File: config.mk
export PLATFORM = sky130hd
export DESIGN_NAME = pwrup_addr_seq
export DESIGN_NICKNAME = d
export VERILOG_FILES = /design/src/rtl/pwrseq_pkg.sv /design/src/rtl/pwrseq_count.sv /design/src/rtl/pwrseq_ctrl.sv /design/src/rtl/pwrup_addr_seq.sv
export SDC_FILE = /design/constraint.sdc
export NUM_CORES = 1
export LEC_CHECK = 0
export BUFFER_PORTS_ARGS = -buffer_cell sky130_fd_sc_hd__clkbuf_2
export CAP_MARGIN = 20
export CORE_MARGIN = 1
export CORE_UTILIZATION = 39
export CTS_CLUSTER_DIAMETER = 80
export DETAILED_ROUTE_END_ITERATION = 12
export PLACE_DENSITY_LB_ADDON = 0.3
export SKIP_LAST_GASP = 1
export SYNTH_ARGS = -nofsm -noshare
export SYNTH_HDL_FRONTEND = slang
export SYNTH_SLANG_ARGS = --single-unit
File: constraint.sdc
create_clock -name clk -period 3.53 [get_ports clk]
set_input_delay 0.1765 -clock clk [delete_from_list [all_inputs] [get_ports clk]]
set_output_delay 0.1765 -clock clk [all_outputs]
set_load 0.005 [all_outputs]
File: src/rtl/pwrseq_pkg.sv
package pwrseq_pkg;

  typedef enum logic [1:0] {
    PH_POR  = 2'd0,
    PH_HOLD = 2'd1,
    PH_ADDR = 2'd2,
    PH_RUN  = 2'd3
  } phase_e;

  typedef struct packed {
    logic clrHold;
    logic incHold;
    logic clrAddr;
    logic runAddr;
  } seqStrobe_t;

endpackage

File: src/rtl/pwrseq_count.sv
module pwrseq_count
  import pwrseq_pkg::*;
#(
  parameter int HOLD_CYCLES = 2097152,
  parameter int DIV         = 4,
  parameter int ADDR_TICKS  = 256
) (
  input  logic       clk,
  input  logic       porN,
  input  seqStrobe_t strobe,
  output logic       holdLast,
  output logic       tick,
  output logic       lastTick
);
  localparam int HOLD_W = (HOLD_CYCLES > 1) ? $clog2(HOLD_CYCLES) : 1;
  localparam int DIV_W  = (DIV > 1) ? $clog2(DIV) : 1;
  localparam int TICK_W = (ADDR_TICKS > 1) ? $clog2(ADDR_TICKS) : 1;

  localparam logic [HOLD_W-1:0] HOLD_END = HOLD_W'(HOLD_CYCLES - 1);
  localparam logic [DIV_W-1:0]  DIV_END  = DIV_W'(DIV - 1);
  localparam logic [TICK_W-1:0] TICK_END = TICK_W'(ADDR_TICKS - 1);

  logic [HOLD_W-1:0] holdCnt;
  logic [DIV_W-1:0]  divCnt;
  logic [TICK_W-1:0] tickCnt;

  // hold-off timer
  always_ff @(posedge clk or negedge porN) begin
    if (!porN)                holdCnt <= '0;
    else if (strobe.clrHold)  holdCnt <= '0;
    else if (strobe.incHold)  holdCnt <= holdCnt + 1'b1;
  end

  assign holdLast = strobe.incHold && (holdCnt == HOLD_END);

  // address clock divider
  always_ff @(posedge clk or negedge porN) begin
    if (!porN)                divCnt <= '0;
    else if (strobe.clrAddr)  divCnt <= '0;
    else if (strobe.runAddr)  divCnt <= (divCnt == DIV_END) ? '0 : divCnt + 1'b1;
  end

  assign tick = strobe.runAddr && (divCnt == DIV_END);

  // address clock counter
  always_ff @(posedge clk or negedge porN) begin
    if (!porN)                tickCnt <= '0;
    else if (strobe.clrAddr)  tickCnt <= '0;
    else if (tick)            tickCnt <= tickCnt + 1'b1;
  end

  assign lastTick = tick && (tickCnt == TICK_END);

  AST_HOLD_RANGE: assert property (@(posedge clk) disable iff (!porN)
    int'(holdCnt) < HOLD_CYCLES);
  AST_DIV_RANGE: assert property (@(posedge clk) disable iff (!porN)
    int'(divCnt) < DIV);
  AST_TICK_IDLE: assert property (@(posedge clk) disable iff (!porN)
    strobe.clrAddr |=> (tickCnt == '0) && (divCnt == '0));
  AST_HOLD_RESTART: assert property (@(posedge clk) disable iff (!porN)
    strobe.clrHold |=> (holdCnt == '0));

endmodule

File: src/rtl/pwrseq_ctrl.sv
module pwrseq_ctrl
  import pwrseq_pkg::*;
(
  input  logic       clk,
  input  logic       porN,
  input  logic       rstInN,
  input  logic       holdLast,
  input  logic       tick,
  input  logic       lastTick,
  output seqStrobe_t strobe,
  output phase_e     phase,
  output logic       done,
  output logic       shutdownSet,
  output logic       loadDefaults,
  output logic       writeOk,
  output logic       readOk
);
  phase_e phaseQ, phaseD;
  logic   doneQ, shutQ;

  always_comb begin
    strobe = '0;
    phaseD = phaseQ;
    unique case (phaseQ)
      PH_POR: begin
        strobe.clrHold = 1'b1;
        strobe.clrAddr = 1'b1;
        phaseD         = PH_HOLD;
      end
      PH_HOLD: begin
        strobe.clrAddr = 1'b1;
        if (!rstInN) begin
          strobe.clrHold = 1'b1;
        end else begin
          strobe.incHold = 1'b1;
          if (holdLast) begin
            strobe.clrHold = 1'b1;
            phaseD         = PH_ADDR;
          end
        end
      end
      PH_ADDR: begin
        strobe.clrHold = 1'b1;
        if (!rstInN) begin
          strobe.clrAddr = 1'b1;
          phaseD         = PH_HOLD;
        end else begin
          strobe.runAddr = 1'b1;
          if (lastTick) phaseD = PH_RUN;
        end
      end
      PH_RUN: begin
        strobe.clrHold = 1'b1;
        strobe.clrAddr = 1'b1;
        if (!rstInN) phaseD = PH_HOLD;
      end
      default: phaseD = PH_POR;
    endcase
  end

  always_ff @(posedge clk or negedge porN) begin
    if (!porN) begin
      phaseQ <= PH_POR;
      doneQ  <= 1'b0;
      shutQ  <= 1'b0;
    end else begin
      phaseQ <= phaseD;
      doneQ  <= (phaseD == PH_RUN);
      shutQ  <= (phaseQ == PH_ADDR) && (phaseD == PH_RUN);
    end
  end

  assign phase        = phaseQ;
  assign done         = doneQ;
  assign shutdownSet  = shutQ;
  assign loadDefaults = (phaseQ == PH_POR);
  assign writeOk      = (phaseQ != PH_POR);
  assign readOk       = (phaseQ == PH_HOLD) || (phaseQ == PH_RUN);

  AST_CLKEN_IN_ADDR: assert property (@(posedge clk) disable iff (!porN)
    tick |-> (phaseQ == PH_ADDR) && rstInN);
  AST_ABORT_TO_HOLD: assert property (@(posedge clk) disable iff (!porN)
    (!rstInN && phaseQ != PH_POR) |=> (phaseQ == PH_HOLD) && !doneQ);
  AST_DONE_STICKY: assert property (@(posedge clk) disable iff (!porN)
    (doneQ && rstInN) |=> doneQ);
  AST_SHUT_SINGLE: assert property (@(posedge clk) disable iff (!porN)
    shutQ |=> !shutQ);
  AST_RUN_AFTER_LAST: assert property (@(posedge clk) disable iff (!porN)
    (lastTick && rstInN) |=> (phaseQ == PH_RUN) && doneQ && shutQ);

endmodule

File: src/rtl/pwrup_addr_seq.sv
module pwrup_addr_seq
  import pwrseq_pkg::*;
#(
  parameter int HOLD_CYCLES = 2097152,
  parameter int DIV         = 4,
  parameter int ADDR_TICKS  = 256
) (
  input  logic       clk,
  input  logic       porN,
  input  logic       rstInN,
  output logic       loadDefaults,
  output logic [1:0] phase,
  output logic       addrClkEn,
  output logic       done,
  output logic       shutdownSet,
  output logic       writeOk,
  output logic       readOk
);
  seqStrobe_t strobe;
  phase_e     phaseW;
  logic       holdLast, tick, lastTick;

  pwrseq_ctrl u_ctrl (
    .clk          (clk),
    .porN         (porN),
    .rstInN       (rstInN),
    .holdLast     (holdLast),
    .tick         (tick),
    .lastTick     (lastTick),
    .strobe       (strobe),
    .phase        (phaseW),
    .done         (done),
    .shutdownSet  (shutdownSet),
    .loadDefaults (loadDefaults),
    .writeOk      (writeOk),
    .readOk       (readOk)
  );

  pwrseq_count #(
    .HOLD_CYCLES (HOLD_CYCLES),
    .DIV         (DIV),
    .ADDR_TICKS  (ADDR_TICKS)
  ) u_count (
    .clk      (clk),
    .porN     (porN),
    .strobe   (strobe),
    .holdLast (holdLast),
    .tick     (tick),
    .lastTick (lastTick)
  );

  assign phase     = phaseW;
  assign addrClkEn = tick;

endmodule

==> results of run 1 <==
-- power by group through the flow --
stage / logic, mW / clock network, mW / registers (mW)
6_report: 0.0201 / 0.427 / 0.408
5_1_grt: 0.0235 / 0.452 / 0.408
4_1_cts: 0.0212 / 0.437 / 0.408
3_5_place_dp: 0.0210 / 0 / 0.415
3_3_place_gp: 0.0203 / 0 / 0.415
2_1_floorplan: 0.0104 / 0 / 0.415
-- registers in the layout, summed over array words and instances (netlist names) --
signal,cells
u_count.holdCnt,21
u_count.tickCnt,8
u_count.divCnt,2
u_ctrl.phase,2
u_ctrl.done,1
u_ctrl.shutdownSet,1
-- Yosys cell counts (all sizes together), types with 2 or more instances --
cell type / n
or2: 2
or3: 3
clkbuf: 2
xor2: 9
ha: 3
and4: 2
mux2i: 2
inv: 2
nor3: 3
nand4: 8
dfrtp: 35
nor4: 4
o21ai: 5
or4: 2
xnor2: 11
nand3: 15
and3: 6
and2: 3
a21oi: 6
nor2: 29
nand2: 11
-- per-layer routing --
metal,vias up,wire length [um],global-route usage [%]
met4,0,71,8.07
met5,-,0,0
met2,26,1430,24.8
met3,8,112,6.00
met1,607,1650,20.6
li1,632,-,-
-- logic make-up after synthesis --
logic type,count (synthesis)
simple gates,90
flops,35
xor+xnor,20
compound gates,16
buf+inv,5
fa+ha+maj,3
mux,2
-- layout make-up --
type,count,area (um2)
Clock inverter,3,67.6
Sequential cell,35,876
Fill cell,402,2170
Clock buffer,5,68.8
Timing Repair Buffer,10,50.0
Tap cell,50,62.6
Inverter,2,7.51
Multi-Input combinational cell,131,815
-- per-stage QoR --
step / instances / instance area (um2)
final: 236 / 1950
after global routing: 236 / 1950
after CTS: 236 / 1950
after detailed placement: 228 / 1810
after global placement: 228 / 1810
after floorplan: 171 / 1720
-- path summary, 6_finish.rpt --
| path | start | end |
|---|---|---|
| max | u_count.holdCnt[0] | u_count.holdCnt[8] |
| min | porN | u_ctrl.done |
| min in group clk | rstInN | u_ctrl.done |
| min reg2reg | u_count.divCnt[0] | u_count.divCnt[0] |
| max reg2reg | u_count.holdCnt[0] | u_count.holdCnt[8] |
| max in group asynchronous | porN | u_count.holdCnt[11] |
-- worst max-delay path, stage by stage (launching register included) --
cell and delay, ns:
dfrtp_1 0.42, ha_1 0.24, nand3_1 0.19, or4_4 0.47, o21ai_4 0.37, nor2_1 0.10
==> summary.txt, run 1 <==
Detailed routing
  – # DRC: 0
  – Post-Route WL: about 3300 um
  – 1st-pass router iterations: 4
  – Vias per cell: around 5.4
  – Vias: 1273
  – DR iter-0 viols: between 70 and 80
  – Antenna-violating nets left: 0
  – WL/cell: 13.8 um

Worst setup path
  – CP Class: reg -> reg
  – Max FO, Critical Path: 16
  – CP required: between 3 and 4 ns
  – Setup crit start kind: register
  – Worst setup EP type: register
  – Register-to-Register Path Depth: 5
  – R2R setup slack: between 1.5 and 2 ns
  – CP arrival: ~2.1 ns

Power and ir drop
  – Clock power frac: 50.0%
  – Flop pwr share: a little under half
  – Combinational share of power: about 2.4%
  – Cell internal pwr: just under 0.7 mW
  – Pwr Total: between 0.8 and 0.9 mW
  – Sw Pwr: roughly 0.16 mW
  – Worst vdd ir: about 0.16 mV
  – Static Leakage: about 0.84 nW
  – PwrDens: around 440 nW/um2
  – Sw Share: 19.2%

Placed design
  – Port bufs: 10
  – Dpl ws: 1.60 ns
  – DP Wirelength: 2300 um
  – Gpl congestion: around 0.9

Cells and area
  – Share of post-route cells with drive strength above 1: around 14%
  – Number of nets in the layout: roughly 190
  – Final Util: ~47%
  – Synth-to-layout area growth: 13.4%
  – Commonest cells after routing, fill and taps aside: 35 x dfrtp_1, 29 x nor2_1, 15 x nand3_1
  – ANT cells: 0
  – Most common cell after layout, fill and taps aside: dfrtp_1

Clock network
  – Number of buffers created by CTS: 5
  – CTS tree: yes
  – Root Driver: clkbuf_8
  – Sinks on Clock Net: 35
  – Setup bufs post-CTS: 0
  – CTS H-tree lvls: 2
  – Clk_lat worst skew: between 0.2 and 0.3 ns
  – Longest Clk Path Bufs: 2
  – Post-cts resize count: 0
  – # hold bufs at CTS: 0
  – Clk pin slew, worst setup/hold paths: approximately 0.070 ns

Yosys
  – Post-synthesis sequential area ratio: 51.0%
  – Synth Instances: ~170
  – Post-synth EDFFs: 0
  – Post-synthesis mux area share: under 10%
  – Simple-gate area share of the yosys netlist: between 20% and 30%
  – Ys Warns: 0
  – Seq cells post-synth: 35
  – Post-Synth XOR/XNOR Area: around a tenth
  – Compound-Gate Fraction of Synth Area: under 10%
  – Post-Syn Nets: ~180
  – Area leader, netlist: dfrtp_1
  – Dominant cells by area after synthesis: dfrtp_1 51%, nor2_1 6.3%, xnor2_1 5.6%, xor2_1 4.6%, nand3_1 4.4%
  – Fraction of registers with async set/reset: 100%
  – Distinct cell type count after synthesis: 34
  – Post-synth top area share: just over 50%
  – Post-synthesis cell area: between 1500 and 2000 um2
  – Largest family of logic cells by synthesized area: simple AND/OR/NAND/NOR gates
  – Syn Area/Cell: approximately 10 um2
  – Ys flop type: dfrtp_1
  – Post-Synth Adder-Cell Area: ~2.2%

Floorplan
  – Boundary pin count: 11
  – Die ar.: about 4700 um2
  – Width of the chip: slightly below 70 um
  – Starting Density: between 40% and 50%
  – Die Height: 68.3 um
  – Core box area: approximately 4000 um2
  – Rows: 23

Timing
  – Post-layout min period: slightly below 2 ns
  – Final setup fails: 0
  – TNS Setup: 0 ns
  – Period utilisation layout: 54.6%
  – Slew Viols, Final: 0
  – Worst Setup Slack, final: approximately 1.6 ns
  – Final Hold Viols: 28
  – Hold_ws: -0.0177 ns
  – Max Freq: roughly 520 MHz
  – Worst Skew: 0.00570 ns
  – RSZ-0062 raised after global routing: false
  – Relative slew margins: between 40% and 50%
  – Worst-margin pin slew: between 0.8 and 0.9 ns

GRT
  – Total track usage: about 16%
  – Largest net degree at the start of global routing: 36
  – First-pass GRT wire length: about 5500 um
  – Vias in the first global route: about 1300
  – Initial antenna violation count: 0
  – Total congestion overflow: 0

Status
  – Outcome: finished with violations
  – Failing checks: hold timing

Job
  – Max-cap violations: 0

Worst hold path
  – Hold Crit Class: in -> async
Power figures use the tool's default switching activity.
==> run 2, diff against run 1 <==
clock period = 1.7 ns   (was 3.53 ns; I/O delays follow)
==> run 2 against run 1 <==
Against the previous run:
- clock skew rose by 0.0032 ns
- the flow now finishes without violations
- wire length rose by 7.3%
- power rose by 75%
==> summary.txt, run 2 (synthesis gave the netlist of run 1 again) <==
Status
  – Outcome: finished clean

Cells and area
  – Most common cell after layout, fill and taps aside: dfrtp_1
  – ANT cells: 0 (unchanged)
  – Reg with most FFs: u_count.holdCnt
  – Max reg flops: 21 (unchanged)
  – Top flop regs: u_count.holdCnt (21), u_count.tickCnt (8)
  – Synth-to-layout area growth: 18.9%
  – Commonest cells after routing, fill and taps aside: 34 x dfrtp_1, 29 x nor2_1, 14 x nand3_1, 14 x buf_4
  – Final instance area: 2040 um2 (+4.8%)
  – Final Util: 49.6% (+2.3 points)
  – Number of nets in the layout: 207 (+8.4%)
  – Share of post-route cells with drive strength above 1: 21.3% (+7.3 points)

Floorplan
  – Width of the chip: 68.3 um (unchanged)
  – Rows: 23 (unchanged)
  – Die Height: 68.3 um (unchanged)
  – Starting Density: 41.7% (unchanged)
  – Die ar.: 4670 um2 (unchanged)
  – Core box area: 4120 um2 (unchanged)
  – Boundary pin count: 11 (unchanged)

Worst setup path
  – CP Class: reg -> reg
  – Register-to-Register Path Depth: 5 (unchanged)
  – Worst path depth: 5 (unchanged)
  – Critical path's largest stage delay: 0.55 ns (+0.08 ns)
  – CP top delay family: simple AND/OR/NAND/NOR gates
  – CP required: 1.87 ns (-1.82 ns)
  – Crit path buf inv count: 1 (+1)
  – Reg-to-reg critical path endpoint: u_count.holdCnt[5]
  – R2R setup slack: 0.08 ns (-1.52 ns)
  – CP startpoint: u_count.holdCnt[5]
  – Reg2Reg Launch Point: u_count.holdCnt[5]
  – CP arrival: 1.79 ns (-0.29 ns)
  – Worst path slowest cell: or4_4
  – Worst setup EP type: register
  – Setup crit start kind: register
  – Max FO, Critical Path: 7 (-9)
  – Critical path, cell by cell: nand4_4 -> or4_4 -> o21ai_4 -> buf_4 -> nor2_1

Power and ir drop
  – Cell internal pwr: 1.15 mW (+67%)
  – Flop pwr share: 56.5% (+8.8 points)
  – Pwr Total: 1.50 mW (+75%)
  – Sw Share: 23.1% (+3.9 points)
  – PwrDens: 733 nW/um2 (+67%)
  – Static Leakage: 0.890 nW (+6.3%)
  – Worst vdd ir: 0.445 mV (+190%)
  – Clock power frac: 39.2% (-11 points)
  – Sw Pwr: 0.345 mW (+110%)
  – Combinational share of power: 4.3% (+1.9 points)

Clock network
  – Sinks on Clock Net: 35 (unchanged)
  – CTS H-tree lvls: 2 (unchanged)
  – CTS tree: yes
  – Number of buffers created by CTS: 5 (unchanged)
  – Clk pin slew, worst setup/hold paths: 0.07 ns (about the same)
  – Root Driver: clkbuf_8
  – Longest Clk Path Bufs: 2 (unchanged)
  – Clk_lat worst skew: 0.29 ns (about the same)

Timing
  – Final Hold Viols: 0 (-100%)
  – Slew Viols, Final: 0 (unchanged)
  – Worst-margin pin slew: 0.547 ns (-0.306 ns)
  – TNS Setup: 0 ns (unchanged)
  – Max Freq: 617 MHz (+19%)
  – Post-layout min period: 1.62 ns (-0.306 ns)
  – Relative slew margins: 63.5% (+20 points)
  – Final setup fails: 0 (unchanged)
  – RSZ-0062 raised after global routing: false
  – Worst Skew: 0.00895 ns (+0.00324 ns)
  – Worst Setup Slack, final: 0.0796 ns (-1.52 ns)
  – Period utilisation layout: 95.3% (+41 points)

Detailed routing
  – # DRC: 0 (unchanged)
  – Antenna-violating nets left: 0 (unchanged)
  – Post-Route WL: 3500 um (+7.3%)
  – 1st-pass router iterations: 4 (unchanged)
  – Vias per cell: 5.40 (about the same)
  – DR iter-0 viols: 40 (-49%)
  – Vias: 1360 (+6.8%)
  – WL/cell: 13.9 um (+0.46%)

Worst hold path
  – Hold Crit Class: in -> reg
  – HP Start: rstInN
  – Hold path depth: 3
  – Hold Path End: u_ctrl.done

GRT
  – Largest net degree at the start of global routing: 23 (-36%)
  – Total track usage: 18.0% (+1.5 points)
  – First-pass GRT wire length: 5980 um (+7.8%)
  – Total congestion overflow: 0 (unchanged)
  – Vias in the first global route: 1375 (+9.1%)
  – Initial antenna violation count: 0 (unchanged)

Placed design
  – Dpl ws: 0.0360 ns (-1.56 ns)
  – Placed instance area: 1930 um2 (+6.8%)
  – Port bufs: 10 (unchanged)
  – DP Wirelength: 2580 um (+12%)
  – Gpl congestion: 0.769 (-14%)

Job
  – Max-cap violations: 0 (unchanged)
[run 2: tightest hold or removal path, delay by kind of cell]
kind	cells	cell delay [ns]
AO/OA/AOI/OAI	1	0.05
buffers and inverters	1	0.10
AND/OR/NAND/NOR	1	0.10
[run 2: per-stage QoR]
step | hold WS [ns] | cells
after floorplan | -0.211 | 171
after global placement | 0.0900 | 242
after detailed placement | 0.0960 | 242
after CTS | 0.0709 | 251
after global routing | 0.0991 | 252
final | 0.0826 | 252
[run 2: repair_timing]
action	CTS	global route
hold buffers	1	0
resized for setup	0	2
endpoints found under the hold margin	20	0
setup endpoints to repair	0	16
buffers inserted	0	1
[run 2: worst max path at each step]
stage                           to  slack (ns)
4_1_cts        u_count.holdCnt[12]        0.02
3_5_place_dp   u_count.holdCnt[12]        0.04
6_report        u_count.holdCnt[5]        0.08
3_3_place_gp    u_count.holdCnt[9]        0.08
2_1_floorplan   u_count.holdCnt[0]        0.02
5_1_grt        u_count.holdCnt[18]       0.009
[run 2: power groups by stage]
stage	Combinational (mW)	Clock, mW	Sequential [mW]
after floorplan	0.0233	0	0.863
after global placement	0.0610	0	0.861
after detailed placement	0.0627	0	0.861
after CTS	0.0647	0.603	0.845
after global routing	0.0729	0.654	0.846
final	0.0641	0.586	0.845
[run 2: per-layer routing]
layer	wire length [um]	part of all wire (%)	up-vias	track usage, %
li1	-	-	659	-
met2	1840	52	21	32.6
met5	0	0	-	0
met3	91	2.6	7	4.00
met1	1510	43	673	19.2
met4	59	1.7	0	9.38
[run 2: cell type report]
| class | instances | area (um2) |
|---|---|---|
| Clock buffer | 6 | 72.6 |
| Clock inverter | 2 | 12.5 |
| Fill cell | 377 | 2070 |
| Inverter | 2 | 7.51 |
| Multi-Input combinational cell | 131 | 832 |
| Sequential cell | 35 | 877 |
| Tap cell | 50 | 62.6 |
| Timing Repair Buffer | 26 | 176 |
